$ cat src/rtl/retime_pkg.sv
package retime_pkg;
  typedef enum logic [1:0] {
    CAP_HUNT  = 2'd0,
    CAP_START = 2'd1,
    CAP_DATA  = 2'd2
  } cap_state_t;
endpackage

$ cat src/rtl/sync_2ff.sv
module sync_2ff #(
  parameter int          WIDTH     = 1,
  parameter logic [WIDTH-1:0] RESET_VAL = '0
) (
  input  logic             clk_i,
  input  logic             rst_ni,
  input  logic [WIDTH-1:0] d_i,
  output logic [WIDTH-1:0] q_o
);
  logic [WIDTH-1:0] meta_q, sync_q;

  always_ff @(posedge clk_i or negedge rst_ni) begin
    if (!rst_ni) begin
      meta_q <= RESET_VAL;
      sync_q <= RESET_VAL;
    end else begin
      meta_q <= d_i;
      sync_q <= meta_q;
    end
  end

  assign q_o = sync_q;
endmodule

$ cat src/rtl/tick_gen.sv
module tick_gen #(
  parameter int DIV = 2604
) (
  input  logic clk_i,
  input  logic rst_ni,
  output logic tick_o
);
  localparam int CW = (DIV > 2) ? $clog2(DIV) : 1;
  localparam logic [CW-1:0] LAST = CW'(DIV - 1);

  logic [CW-1:0] cnt_q;

  generate
    if (DIV <= 1) begin : g_every
      assign tick_o = 1'b1;
      always_ff @(posedge clk_i or negedge rst_ni) begin
        if (!rst_ni) cnt_q <= '0;
        else         cnt_q <= '0;
      end
    end else begin : g_div
      assign tick_o = (cnt_q == LAST);
      always_ff @(posedge clk_i or negedge rst_ni) begin
        if (!rst_ni)     cnt_q <= '0;
        else if (tick_o) cnt_q <= '0;
        else             cnt_q <= cnt_q + 1'b1;
      end
    end
  endgenerate
endmodule

$ cat src/rtl/char_capture.sv
module char_capture
  import retime_pkg::*;
#(
  parameter int OVS       = 16,
  parameter int DATA_BITS = 8
) (
  input  logic                 clk_i,
  input  logic                 rst_ni,
  input  logic                 tick_i,
  input  logic                 line_i,
  input  logic                 busy_i,
  output logic                 done_o,
  output logic [DATA_BITS-1:0] byte_o
);
  localparam int CW = $clog2(OVS);
  localparam int IW = (DATA_BITS > 1) ? $clog2(DATA_BITS) : 1;
  localparam logic [CW-1:0] MID   = CW'(OVS / 2 - 1);
  localparam logic [CW-1:0] FULL  = CW'(OVS - 1);
  localparam logic [IW-1:0] LASTB = IW'(DATA_BITS - 1);

  cap_state_t           st_q;
  logic [CW-1:0]        cnt_q;
  logic [IW-1:0]        idx_q;
  logic                 prev_q;
  logic [DATA_BITS-1:0] sh_q;

  wire start_edge = prev_q & ~line_i;

  always_ff @(posedge clk_i or negedge rst_ni) begin
    if (!rst_ni) begin
      st_q   <= CAP_HUNT;
      cnt_q  <= '0;
      idx_q  <= '0;
      prev_q <= 1'b1;
      sh_q   <= '0;
      done_o <= 1'b0;
    end else begin
      prev_q <= line_i;
      done_o <= 1'b0;
      unique case (st_q)
        CAP_HUNT: if (start_edge && !busy_i) begin
          st_q  <= CAP_START;
          cnt_q <= '0;
        end
        CAP_START: if (tick_i) begin
          if (cnt_q == MID) begin
            cnt_q <= '0;
            idx_q <= '0;
            st_q  <= line_i ? CAP_HUNT : CAP_DATA;  // false start aborts
          end else begin
            cnt_q <= cnt_q + 1'b1;
          end
        end
        CAP_DATA: if (tick_i) begin
          if (cnt_q == FULL) begin
            cnt_q <= '0;
            sh_q  <= {line_i, sh_q[DATA_BITS-1:1]};
            if (idx_q == LASTB) begin
              st_q   <= CAP_HUNT;
              done_o <= 1'b1;
            end else begin
              idx_q <= idx_q + 1'b1;
            end
          end else begin
            cnt_q <= cnt_q + 1'b1;
          end
        end
        default: st_q <= CAP_HUNT;
      endcase
    end
  end

  assign byte_o = sh_q;

  assert_suspend_R9: assert property (@(posedge clk_i) disable iff (!rst_ni)
    (busy_i && st_q == CAP_HUNT) |=> st_q == CAP_HUNT);
  assert_false_start_R3: assert property (@(posedge clk_i) disable iff (!rst_ni)
    (st_q == CAP_START && tick_i && cnt_q == MID && line_i) |=> (st_q == CAP_HUNT && !done_o));
  assert_done_from_data_R2: assert property (@(posedge clk_i) disable iff (!rst_ni)
    done_o |-> $past(st_q == CAP_DATA && tick_i));
endmodule

$ cat src/rtl/bit_readout.sv
module bit_readout #(
  parameter int DATA_BITS = 8
) (
  input  logic                 clk_i,
  input  logic                 rst_ni,
  input  logic                 strobe_i,
  input  logic                 line_i,
  input  logic                 done_i,
  input  logic [DATA_BITS-1:0] byte_i,
  output logic                 rxd_o,
  output logic                 irq_no,
  output logic                 busy_o
);
  localparam int IW = (DATA_BITS > 1) ? $clog2(DATA_BITS) : 1;
  localparam logic [IW-1:0] LASTF = IW'(DATA_BITS - 1);

  logic                 strobe_q, active_q, irq_q;
  logic [IW-1:0]        fall_q;
  logic [DATA_BITS-1:0] sh_q;

  wire rise = strobe_i & ~strobe_q;
  wire fall = ~strobe_i & strobe_q;

  always_ff @(posedge clk_i or negedge rst_ni) begin
    if (!rst_ni) begin
      strobe_q <= 1'b1;
      active_q <= 1'b0;
      irq_q    <= 1'b0;
      fall_q   <= '0;
      sh_q     <= '0;
    end else begin
      strobe_q <= strobe_i;
      if (!active_q) begin
        if (done_i && !strobe_i) begin  // strobe held high drops the byte
          active_q <= 1'b1;
          irq_q    <= 1'b1;
          fall_q   <= '0;
          sh_q     <= byte_i;
        end
      end else begin
        if (rise) irq_q <= 1'b0;
        if (fall) begin
          if (fall_q == LASTF) begin
            active_q <= 1'b0;
          end else begin
            fall_q <= fall_q + 1'b1;
            sh_q   <= sh_q >> 1;
          end
        end
      end
    end
  end

  assign rxd_o  = active_q ? sh_q[0] : line_i;
  assign irq_no = ~irq_q;
  assign busy_o = active_q;

  assert_irq_clear_R5: assert property (@(posedge clk_i) disable iff (!rst_ni)
    (active_q && rise) |=> irq_no);
  assert_step_R6: assert property (@(posedge clk_i) disable iff (!rst_ni)
    (active_q && fall && fall_q != LASTF) |=> (active_q && rxd_o == $past(sh_q[1])));
  assert_release_R7: assert property (@(posedge clk_i) disable iff (!rst_ni)
    (active_q && fall && fall_q == LASTF) |=> !busy_o);
  assert_irq_needs_active_R4: assert property (@(posedge clk_i) disable iff (!rst_ni)
    !irq_no |-> busy_o);
endmodule

$ cat src/rtl/strobe_retimer.sv
module strobe_retimer #(
  parameter int CLK_DIV   = 2604,
  parameter int OVS       = 16,
  parameter int DATA_BITS = 8
) (
  input  logic clk_i,
  input  logic rst_ni,
  input  logic rx_data_i,
  input  logic strobe_i,
  output logic rxd_o,
  output logic irq_no
);
  logic [1:0]           sync_s;
  logic                 line_s, strobe_s, tick, done, busy;
  logic [DATA_BITS-1:0] cap_byte;

  sync_2ff #(.WIDTH(2), .RESET_VAL(2'b11)) u_sync (
    .clk_i, .rst_ni, .d_i({strobe_i, rx_data_i}), .q_o(sync_s));
  assign line_s   = sync_s[0];
  assign strobe_s = sync_s[1];

  tick_gen #(.DIV(CLK_DIV)) u_tick (.clk_i, .rst_ni, .tick_o(tick));

  char_capture #(.OVS(OVS), .DATA_BITS(DATA_BITS)) u_cap (
    .clk_i, .rst_ni, .tick_i(tick), .line_i(line_s), .busy_i(busy),
    .done_o(done), .byte_o(cap_byte));

  bit_readout #(.DATA_BITS(DATA_BITS)) u_rd (
    .clk_i, .rst_ni, .strobe_i(strobe_s), .line_i(line_s), .done_i(done),
    .byte_i(cap_byte), .rxd_o, .irq_no, .busy_o(busy));

  assert_drop_on_high_R8: assert property (@(posedge clk_i) disable iff (!rst_ni)
    (done && strobe_s && !busy) |=> (!busy && irq_no));
  assert_passthru_R1: assert property (@(posedge clk_i) disable iff (!rst_ni)
    irq_no && !busy |-> rxd_o == line_s);
endmodule

$ cat config.mk
export PLATFORM = sky130hd
export DESIGN_NAME = strobe_retimer
export DESIGN_NICKNAME = d
export VERILOG_FILES = /design/src/rtl/retime_pkg.sv /design/src/rtl/sync_2ff.sv /design/src/rtl/tick_gen.sv /design/src/rtl/char_capture.sv /design/src/rtl/bit_readout.sv /design/src/rtl/strobe_retimer.sv
export SDC_FILE = /design/constraint.sdc
export NUM_CORES = 1
export LEC_CHECK = 0
export BUFFER_PORTS_ARGS = -buffer_cell sky130_fd_sc_hd__buf_2
export CAP_MARGIN = 20
export CORE_MARGIN = 5
export CORE_UTILIZATION = 35
export CTS_BUF_LIST = sky130_fd_sc_hd__clkbuf_16
export DETAILED_ROUTE_END_ITERATION = 10
export GPL_ROUTABILITY_DRIVEN = 0
export PLACE_DENSITY = 0.47
export REMOVE_ABC_BUFFERS = 1
export SYNTH_ARGS = -nofsm -noshare
export SYNTH_HDL_FRONTEND = slang
export SYNTH_SLANG_ARGS = --single-unit
$ cat constraint.sdc
create_clock -name clk_i -period 5.8 [get_ports clk_i]
set_input_delay 0.87 -clock clk_i [delete_from_list [all_inputs] [get_ports clk_i]]
set_output_delay 0.87 -clock clk_i [all_outputs]
set_load 0.05 [all_outputs]
==> impl_results.md, run 1 <==
- First-pass GRT wire length: 6.755 mm
- Crit Path Max Fanout: 14
- Syn Inst Count: 201
- Lkg Pwr: 1.149 nW
- Resized cells post-CTS: 0
- Die area: 8175 um^2
- Seq/Total Area, Yosys: 54.51%
- R2r startpoint: u_tick.cnt_q[2]
- Final slew viol count: 0
- Clock transition time at the flip-flop clock pins of the worst setup and hold paths: 70 ps
- Vias per std cell: 5.010
- Area delta synth->final: 11.83%
- Num rows: 29
- Post-CTS setup buffers: 0
- Crit path arrival time: 1590 ps
- Post-DP HPWL: 2.569 mm
- Total global routing overflow: 0
- # DRC: 0
- Worst-case clock buffer depth: 2
- Filler-free cell count of the finished design: 287
- Layout Skew: 6.930 ps
- Worst slew pin tran: 1007 ps
- Max Freq: 405.9 MHz
- TritonCTS clock tree: built
- WL final: 3.717 mm
- Distinct cells, synth: 41
- Largest net degree at the start of global routing: 50
- Worst min-delay path class: flip-flop to flip-flop
- DRT Pass-1 Iters: 4
- Initial antenna violation count: 0
- Clock net sink count: 49
- H-Tree Depth: 2
- Routing usage on met1: 12.39%
- Setup crit start: u_rd.busy_o
- Top post-synthesis cells by area: dfrtp_1, dfstp_2, ha_1
- Most area-hungry cell type in the Yosys netlist: dfrtp_1
- Worst setup EP type: output pin
- Worst setup path endpoint: rxd_o
- WL/cell: 12.95 um
- Top_reg_cell synth: dfrtp_1
- Core box area: 6314 um^2
- Initial Util: 35.85%
- Total GRT Usage: 9.830%
- Layout cells sized above 1: 16.67%
- Syn avg cell area: 11.26 um^2
- Post-synth top area share: 47.54%
- Vias in the first global route: 1,473
- Critical path required time: 4930 ps
- Startpoint types: flip-flop
- Max_slew headroom: 32.59%
- Status: completed
- Min Clock Period, post-route: 2464 ps
- I/O pin count: 6
- Post-route clock period utilization: 42.48%
- Yosys warnings: 0
- Commonest non-fill, non-tap cell in the layout: dfrtp_1
- Clk root buf: clkbuf_16
- VDD IR max: 0.1396 mV
- Dpl cells: 278
- Clk_lat worst skew: 280 ps
- GR peak layer: met2
- #FFs+latches synth: 49
- CTS Hold Bufs: 0
- RSZ-0062 raised after global routing: false
- Reg2Reg Depth: 4
- Met2 Track Usage GR: 16.10%
- Die Y: 90.42 um
- Post-route setup TNS: 0 ps
- # setup viols final: 0
- Die width: 90.42 um
- Vias: 1,438
- Post-synth EDFFs: 0
- Pwr/cell area: 289.3 nW/um^2
- Most frequent cells in the layout: dfrtp_1, nand2_1, o21ai_0, nor2_1
- Fin. Hold Viols: 0
- Worst Setup Path Type: flip-flop to output pin
- # port buffers: 5
- Async set-reset flop share out of synthesis: 100.0%
- Antenna Nets Post-Route: 0
- R2R setup slack: 3440 ps
- Reg2Reg Capture Point: u_cap.byte_o[2]
- N_diodes: 0
- MaxCap Viol Count: 0
- Mapped Area: 2263 um^2
- Final net count: 223
- DR iter-0 viols: 50
- Met3 Use GR: 2.250%
- Total CTS buffers: 5
[worst max-delay path: stages (launching register included)]
cell     delay [ps]
dfrtp_1         710
mux2_2          390
buf_2           210
[worst min-delay path by stage]
stage	start	to	slack, ps	cells past startpoint
detailed placement	u_sync.meta_q[1]	u_sync.q_o[1]	350	0
finish	u_sync.meta_q[0]	u_sync.q_o[0]	360	0
global route	u_sync.meta_q[0]	u_sync.q_o[0]	360	0
CTS	u_sync.meta_q[1]	u_sync.q_o[1]	360	0
floorplan	u_sync.meta_q[0]	u_sync.q_o[0]	350	0
global placement	u_sync.meta_q[0]	u_sync.q_o[0]	350	0
[cell type report]
class                           instances  area, um^2
Inverter                               10       37.54
Multi-Input combinational cell        137       972.2
Timing Repair Buffer                    6       45.04
Clock buffer                            5       125.1
Tap cell                               77       96.34
Fill cell                             622        3782
Sequential cell                        49        1234
Clock inverter                          3       21.27
[flip-flops by register name, summed over array words and instances (netlist names), 3 cells and up]
name          cells
u_rd.sh_q         8
u_cap.cnt_q       4
u_tick.cnt_q     12
u_cap.byte_o      8
u_cap.idx_q       3
u_rd.fall_q       3
[Yosys cell counts (all sizes together), types with 2 or more instances]
cell and instances:
dfrtp 43, nand2 18, o21ai 15, nor2 12, mux2 11, nand3 11
ha 10, inv 10, mux2i 8, dfstp 6, nand4 5, xnor2 5
a21oi 4, xor2 4, a21o 3, a22o 3, clkbuf 3, nor3 3
or3 3, and2 2, and3 2, buf 2, nor2b 2, o211ai 2
o2bb2ai 2
[metrics by stage]
| step | hold slack (ps) | util, % | instance area (um^2) | power (mW) | setup slack, ps |
|---|---|---|---|---|---|
| 4_1_cts | 357.9 | 39.77 | 2511 | 0.7464 | 3310 |
| 3_5_place_dp | 348.1 | 37.46 | 2365 | 0.4524 | 3431 |
| 6_report | 356.8 | 40.09 | 2531 | 0.7323 | 3336 |
| 2_1_floorplan | 345.2 | - | 2243 | 0.4245 | 3691 |
| 3_3_place_gp | 345.9 | 37.46 | 2365 | 0.4470 | 3467 |
| 5_1_grt | 359.6 | 40.09 | 2531 | 0.7713 | 3248 |
[kinds of logic after synthesis]
family          synth area share [%]
fa+ha+maj                      5.528
simple gates                   16.09
buf+inv                        2.543
mux                            9.011
xor+xnor                       3.482
flops                          54.51
compound gates                 8.845
[power breakdown]
| part | total, mW | switching [mW] | internal (mW) |
|---|---|---|---|
| Clock | 0.286 | 0.126 | 0.161 |
| Sequential | 0.359 | 0.00713 | 0.352 |
| Combinational | 0.0876 | 0.0572 | 0.0304 |
[routing by layer]
layer	up-vias	part of all wire, %
met1	700	50
met3	2	2.7
met5	-	0
li1	723	-
met2	13	47
met4	0	0.73
No activity file was read; power rests on OpenSTA's default activity.
==> run 2: changes to the inputs <==
==> constraint.sdc (replaced) <==
create_clock -name clk_i -period 2.35 [get_ports clk_i]
set_input_delay 0.3525 -clock clk_i [delete_from_list [all_inputs] [get_ports clk_i]]
set_output_delay 0.3525 -clock clk_i [all_outputs]
set_load 0.05 [all_outputs]
==> run 2 against run 1 <==
Net effect:
- total power increased by 150%
- die area unchanged
- largest cell class unchanged
- via count is 3.2% higher
- sequential power grew 150%
- design area up 1.5%
- flip-flop and latch count unchanged
- critical path type is now flip-flop to flip-flop
- utilization is 0.61 points higher
- first-iteration DRC count is 30% higher
- combinational power grew 140%
- global-route usage rose by 0.89 points
- clock skew decreased by 1.9 ps
==> impl_results.md, run 2 (synthesized netlist as in run 1, its figures left out) <==
- Worst-case clock buffer depth: 2 (unchanged)
- Reg with most FFs: u_tick.cnt_q
- Die Y: 90.42 um (unchanged)
- Status: completed
- Total CTS buffers: 5 (unchanged)
- Largest net degree at the start of global routing: 20 (-60%)
- Startpoint types: flip-flop
- Area delta synth->final: 13.54%
- Core box area: 6314 um^2 (unchanged)
- VDD IR max: 0.3921 mV (+180%)
- Max reg flops: 12 (unchanged)
- Fill cell count: 628 (+0.96%)
- First-pass GRT wire length: 7.314 mm (+8.3%)
- Final slew viol count: 0 (unchanged)
- Placed cell area: 2410 um^2 (+1.9%)
- # DRC: 0 (unchanged)
- Crit path cell chain: or4b_4 > nor3_4 > nand4_2 > mux2_2
- Initial antenna violation count: 0 (unchanged)
- DR iter-0 viols: 65 (+30%)
- Critical path required time: 2520 ps (-2410 ps)
- CP top delay family: simple AND/OR/NAND/NOR gates
- Vias: 1,484 (+3.2%)
- N_diodes: 0 (unchanged)
- Clock transition time at the flip-flop clock pins of the worst setup and hold paths: 70 ps (about the same)
- Post-DP HPWL: 2.881 mm (+12%)
- Fin. Hold Viols: 0 (unchanged)
- CP max stage delay: 540 ps (-170 ps)
- H-Tree Depth: 2 (unchanged)
- Worst min-delay path class: primary input to flip-flop
- Clk_lat worst skew: 290 ps (about the same)
- Total global routing overflow: 0 (unchanged)
- Crit path arrival time: 2330 ps (+740 ps)
- Worst slew pin tran: 489.6 ps (-517.8 ps)
- Design area: 2570 um^2 (+1.5%)
- Max_slew headroom: 67.01% (+34 points)
- RSZ-0062 raised after global routing: false
- Final core occ: 40.71% (+0.61 points)
- Layout cells sized above 1: 18.52% (+1.9 points)
- Num rows: 29 (unchanged)
- # setup viols final: 0 (unchanged)
- CP max stage cell: or4b_4
- R2R setup slack: 190 ps (-3250 ps)
- Antenna Nets Post-Route: 0 (unchanged)
- Crit Path Max Fanout: 10 (-4)
- Post-CTS setup buffers: 0 (unchanged)
- Worst Setup Path Type: flip-flop to flip-flop
- Final net count: 229 (+2.7%)
- Post-route setup TNS: 0 ps (unchanged)
- Min Clock Period, post-route: 2160 ps
- Initial Util: 35.85% (unchanged)
- WL/cell: 13.67 um (+5.5%)
- Post-route clock period utilization: 91.90%
- Clock net sink count: 49 (unchanged)
- Total GRT Usage: 10.72% (+0.89 points)
- WL final: 4.004 mm (+7.7%)
- MaxCap Viol Count: 0 (unchanged)
- Layout Skew: 5.009 ps (-1.921 ps)
- Die width: 90.42 um (unchanged)
- Pwr/cell area: 710.0 nW/um^2 (+150%)
- Worst Path Buf+Inv: 0 (-1)
- Worst setup EP type: flip-flop
- Most frequent cells in the layout: dfrtp_1, nand2_1, o21ai_0, nor2_1
- DRT Pass-1 Iters: 4 (unchanged)
- Commonest non-fill, non-tap cell in the layout: dfrtp_1
- Clk root buf: clkbuf_16
- Die area: 8175 um^2 (unchanged)
- I/O pin count: 6 (unchanged)
- TritonCTS clock tree: built
- Max Freq: 463.1 MHz
- Vias per std cell: 5.065 (+1.1%)
- Vias in the first global route: 1,464 (-0.61%)
- Lkg Pwr: 1.175 nW (+2.2%)
- # port buffers: 5 (unchanged)
## run 2: repair_timing
| item | 4_1_cts | 5_1_grt |
|---|---|---|
| hold endpoints to repair | 12 | 0 |
| resized for setup | 0 | 0 |
| setup endpoints to repair | 0 | 0 |
| hold buffers | 1 | 0 |
## run 2: cell type report
type	instances	area, um^2	share of cell area, %
sequential	49	1234	48.00
clock buffer	5	125.1	4.869
tap	77	96.34	3.749
timing repair buffer	12	80.08	3.116
clock inverter	3	25.02	0.9737
multi-input combinational	137	972.2	37.83
inverter	10	37.54	1.461
## run 2: power breakdown
group	switching, mW	internal (mW)	total (mW)
Clock	0.324	0.402	0.726
Combinational	0.137	0.0747	0.212
Sequential	0.0192	0.867	0.887
## run 2: layer usage
| metal | part of all wire (%) | track usage [%] | vias up | routed length, um |
|---|---|---|---|---|
| met4 | 0.75 | 3.350 | 0 | 30 |
| met5 | 0 | 0 | - | 0 |
| met1 | 51 | 15.54 | 725 | 2051 |
| li1 | - | - | 736 | - |
| met2 | 45 | 15.73 | 19 | 1800 |
| met3 | 3.0 | 2.583 | 4 | 122 |
## run 2: stage by stage
stage | total power, mW | setup WS (ps) | cells | hold slack [ps]
2_1_floorplan | 1.048 | 240.5 | 196 | 56.91
3_3_place_gp | 1.107 | 221.1 | 284 | 281.8
3_5_place_dp | 1.113 | 171.7 | 284 | 279.4
4_1_cts | 1.852 | 166.2 | 293 | 154.5
5_1_grt | 1.913 | 75.14 | 293 | 149.2
6_report | 1.825 | 190.5 | 293 | 160.8
## run 2: path summary, 6_finish.rpt
kind | from | to | cells after the start
worst max-delay path | u_tick.cnt_q[2] | u_cap.byte_o[6] | 4
worst min-delay path | rx_data_i | u_sync.meta_q[0] | 1
worst max register to register | u_tick.cnt_q[2] | u_cap.byte_o[6] | 4
worst min register to register | u_sync.meta_q[0] | u_sync.q_o[0] | 0
max in group asynchronous | rst_ni | u_rd.strobe_q | 3
min in group asynchronous | rst_ni | u_tick.cnt_q[5] | 2
==> run 3: changes to the inputs <==
--- a/config.mk
+++ b/config.mk
@@ -16,4 +16,5 @@
 export REMOVE_ABC_BUFFERS = 1
 export SYNTH_ARGS = -nofsm -noshare
 export SYNTH_HDL_FRONTEND = slang
+export SYNTH_HIERARCHICAL = 1
 export SYNTH_SLANG_ARGS = --single-unit
==> run 3 against run 2 <==
Net effect:
- worst setup slack lost 82 ps
- largest cell class unchanged
- largest power group unchanged
- maximum frequency shrank 3.7%
- sequential share of layout area decreased by 1.4 points
- critical path type unchanged
- clock skew fell by 0.69 ps
- sequential power rose by 2.8%
- clock power up 9.8%
- via count shrank 1.5%
- critical endpoint is now u_cap/byte_o[3]
- combinational power rose by 50%
==> impl_results.md, run 3 <==
- N_diodes: 0 (unchanged)
- First-pass GRT wire length: 7.272 mm (-0.57%)
- Die width: 91.37 um (+1.1%)
- Post-route clock period utilization: 95.39% (+3.5 points)
- Startpoint types: flip-flop
- Multiplexer share of the synthesized area: 15.55% (+6.5 points)
- MaxCap Viol Count: 0 (unchanged)
- Worst slew pin tran: 620.1 ps (+130.4 ps)
- CP max stage delay: 540 ps (about the same)
- Pwr/cell area: 766.4 nW/um^2 (+7.9%)
- Reg2Reg Depth: 6 (+2)
- DR iter-0 viols: 29 (-55%)
- Flop pwr share: 45.0% (-3.6 points)
- Total global routing overflow: 0 (unchanged)
- Status: completed
- Critical path required time: 2520 ps (about the same)
- VDD IR max: 0.3804 mV (-3.0%)
- Clk root buf: clkbuf_16
- Syn avg cell area: 12.39 um^2 (+10%)
- # DRC: 0 (unchanged)
- # setup viols final: 0 (unchanged)
- Complex-gate fraction of the synthesized area: 7.073% (-1.8 points)
- Simple-gate share of the synthesized area: 13.12% (-3.0 points)
- # port buffers: 5 (unchanged)
- Area delta synth->final: 14.15%
- Initial Util: 36.29% (+0.44 points)
- Post-synth top area share: 46.44% (-1.1 points)
- Post-DP HPWL: 2.913 mm (+1.1%)
- Async set-reset flop share out of synthesis: 100.0% (unchanged)
- Reg with most FFs: u_tick/cnt_q
- Die Y: 91.37 um (+1.1%)
- TritonCTS clock tree: built
- Yosys warnings: 6 (+6)
- Syn Inst Count: 187 (-7.0%)
- Reg2Reg Capture Point: u_cap/byte_o[3]
- Num rows: 29 (unchanged)
- Combinational Power Share: 15.7% (+4.1 points)
- Max reg flops: 12 (unchanged)
- RSZ-0062 raised after global routing: false
- Vias: 1,461 (-1.5%)
- R2R setup slack: 110 ps (-80 ps)
- Final WS setup: 108.3 ps (-82.14 ps)
- Layout Skew: 4.317 ps (-0.6914 ps)
- Layout cells sized above 1: 29.76% (+11 points)
- Top_reg_cell synth: dfrtp_1
- Top-count cell post-synth: dfrtp_1
- Min Clock Period, post-route: 2242 ps (+82.14 ps)
- DRT Pass-1 Iters: 4 (unchanged)
- Commonest non-fill, non-tap cell in the layout: dfrtp_1
- Crit path cell chain: ha_1 > or4b_4 > nor3_4 > inv_2 > or3_1 > mux2_2
- Crit Path Max Fanout: 9 (-1)
- Initial antenna violation count: 0 (unchanged)
- Clock transition time at the flip-flop clock pins of the worst setup and hold paths: 60 ps (about the same)
- Synth Area in XOR/XNOR: 2.646% (-0.84 points)
- R2r startpoint: u_tick/cnt_q[1]
- Clk_lat worst skew: 280 ps (about the same)
- Lkg Pwr: 1.299 nW (+11%)
- Max_slew headroom: 58.66% (-8.3 points)
- Most frequent cells in the layout: dfrtp_1, mux2_2, nand2_1, nor2_1, ha_1
- Worst Setup Path Type: flip-flop to flip-flop
- Final net count: 218 (-4.8%)
- H-Tree Depth: 2 (unchanged)
- Top post-synthesis cells by area: dfrtp_1, mux2_2, dfstp_2
- Seq/Total Area, Yosys: 53.24% (-1.3 points)
- Int Power: 1.513 mW (+13%)
- Setup Slack @ Placement: 28.22 ps (-143.5 ps)
- Crit path arrival time: 2410 ps (+80 ps)
- Post-route setup TNS: 0 ps (unchanged)
- Worst-case clock buffer depth: 2 (unchanged)
- Clk pwr share: 39.3% (-0.5 points)
- CP max stage cell: or3_1
- I/O pin count: 6 (unchanged)
- Die area: 8348 um^2 (+2.1%)
- Post-synth EDFFs: 0 (unchanged)
- Distinct cells, synth: 41 (unchanged)
- Total CTS buffers: 5 (unchanged)
- Largest family of logic cells by synthesized area: multiplexers
- Most frequent cells after synthesis: dfrtp_1, mux2_2, nand2_1
- Switch share: 25.38% (-0.95 points)
- Worst min-delay path class: primary input to async pin
- Final slew viol count: 0 (unchanged)
- WL/cell: 14.61 um (+6.9%)
- Core box area: 6386 um^2 (+1.1%)
- Fin. Hold Viols: 0 (unchanged)
- Clock net sink count: 49 (unchanged)
- #FFs+latches synth: 49 (unchanged)
- Antenna Nets Post-Route: 0 (unchanged)
- Most area-hungry cell type in the Yosys netlist: dfrtp_1
- WL final: 4.120 mm (+2.9%)
- Psw: 0.5145 mW (+7.1%)
- Total GRT Usage: 10.76% (+0.036 points)
- Largest net degree at the start of global routing: 50 (+150%)
- Worst setup EP type: flip-flop
- Vias per std cell: 5.181 (+2.3%)
- Mapped Area: 2317 um^2 (+2.4%)
- Max Freq: 446.1 MHz (-3.7%)
- Vias in the first global route: 1,522 (+4.0%)
- Filler-free cell count of the finished design: 282 (-3.8%)
- Post-Synth Adder-Cell Area: 5.400% (-0.13 points)
- Dpl cells: 274 (-3.5%)
## run 3: cell types whose count changed in the layout (fill, tap and decap cells not counted), moves of 3 or more
cell	before	now
a22o_1	3	0
mux2_2	11	19
mux2_4	0	7
nand3_1	11	8
mux2i_1	8	3
nand2_1	18	14
xnor2_1	5	2
o21ai_0	15	8
a21o_1	3	0
## run 3: logic make-up (layout without fill, tap and decap cells)
logic type      count (synthesis)  count (layout)
simple gates                   54              54
compound gates                 23              23
flops                          49              49
mux                            30              30
buf+inv                        14              32
fa+ha+maj                      10              10
xor+xnor                        7               7
## run 3: power groups by stage
stage / clock [mW] / sequential [mW] / combinational (mW)
after detailed placement: 0 / 0.928 / 0.313
after CTS: 0.828 / 0.912 / 0.314
after floorplan: 0 / 0.919 / 0.214
after global routing: 0.862 / 0.916 / 0.356
after global placement: 0 / 0.923 / 0.291
final: 0.797 / 0.912 / 0.318
## run 3: area by class of cell
class                           instances  area [um^2]
Sequential cell                        49         1234
Timing Repair Buffer                   14        96.34
Multi-Input combinational cell        124         1015
Fill cell                             598         3741
Tap cell                               77        96.34
Clock buffer                            5        125.1
Clock inverter                          3        41.29
Inverter                               10        37.54
## run 3: repair_timing
item	in CTS	in global routing
buffers inserted	0	0
hold endpoints to repair	0	0
setup endpoints to repair	0	12
hold buffers	0	0
resized for setup	0	3
## run 3: through the flow
| stage | utilization, % | total power, mW | instance area (um^2) | hold slack [ps] |
|---|---|---|---|---|
| floorplan | - | 1.133 | 2286 | 56.91 |
| global placement | 38.75 | 1.214 | 2475 | 345.9 |
| detailed placement | 38.75 | 1.241 | 2475 | 347.6 |
| CTS | 41.36 | 2.054 | 2641 | 153.5 |
| global route | 41.42 | 2.134 | 2645 | 142.5 |
| finish | 41.42 | 2.027 | 2645 | 160.3 |
## run 3: how the worst max path moves through the flow
stage	from	endpoint	slack, ps	cells past startpoint
2_1_floorplan	u_tick/cnt_q[0]	u_cap/cnt_q[3]	-170	7
4_1_cts	u_tick/cnt_q[1]	u_cap/byte_o[3]	30	6
3_3_place_gp	u_tick/cnt_q[1]	u_cap/byte_o[0]	100	6
3_5_place_dp	u_tick/cnt_q[1]	u_cap/cnt_q[3]	30	7
5_1_grt	u_tick/cnt_q[1]	u_cap/cnt_q[3]	7	7
6_report	u_tick/cnt_q[1]	u_cap/byte_o[3]	110	6
## run 3: worst max-delay path, delay by kind of cell (launching register included)
kind | cells | cell delay (ps)
DFF | 1 | 360
adders and majority gates | 1 | 170
and+or+nand+nor | 3 | 1180
muxes | 1 | 340
buffers and inverters | 1 | 70
## run 3: routing by layer
metal	routed length, um	global-route usage, %
met3	108	2.975
met4	57	3.667
met1	1775	12.75
met2	2179	18.69
met5	0	0
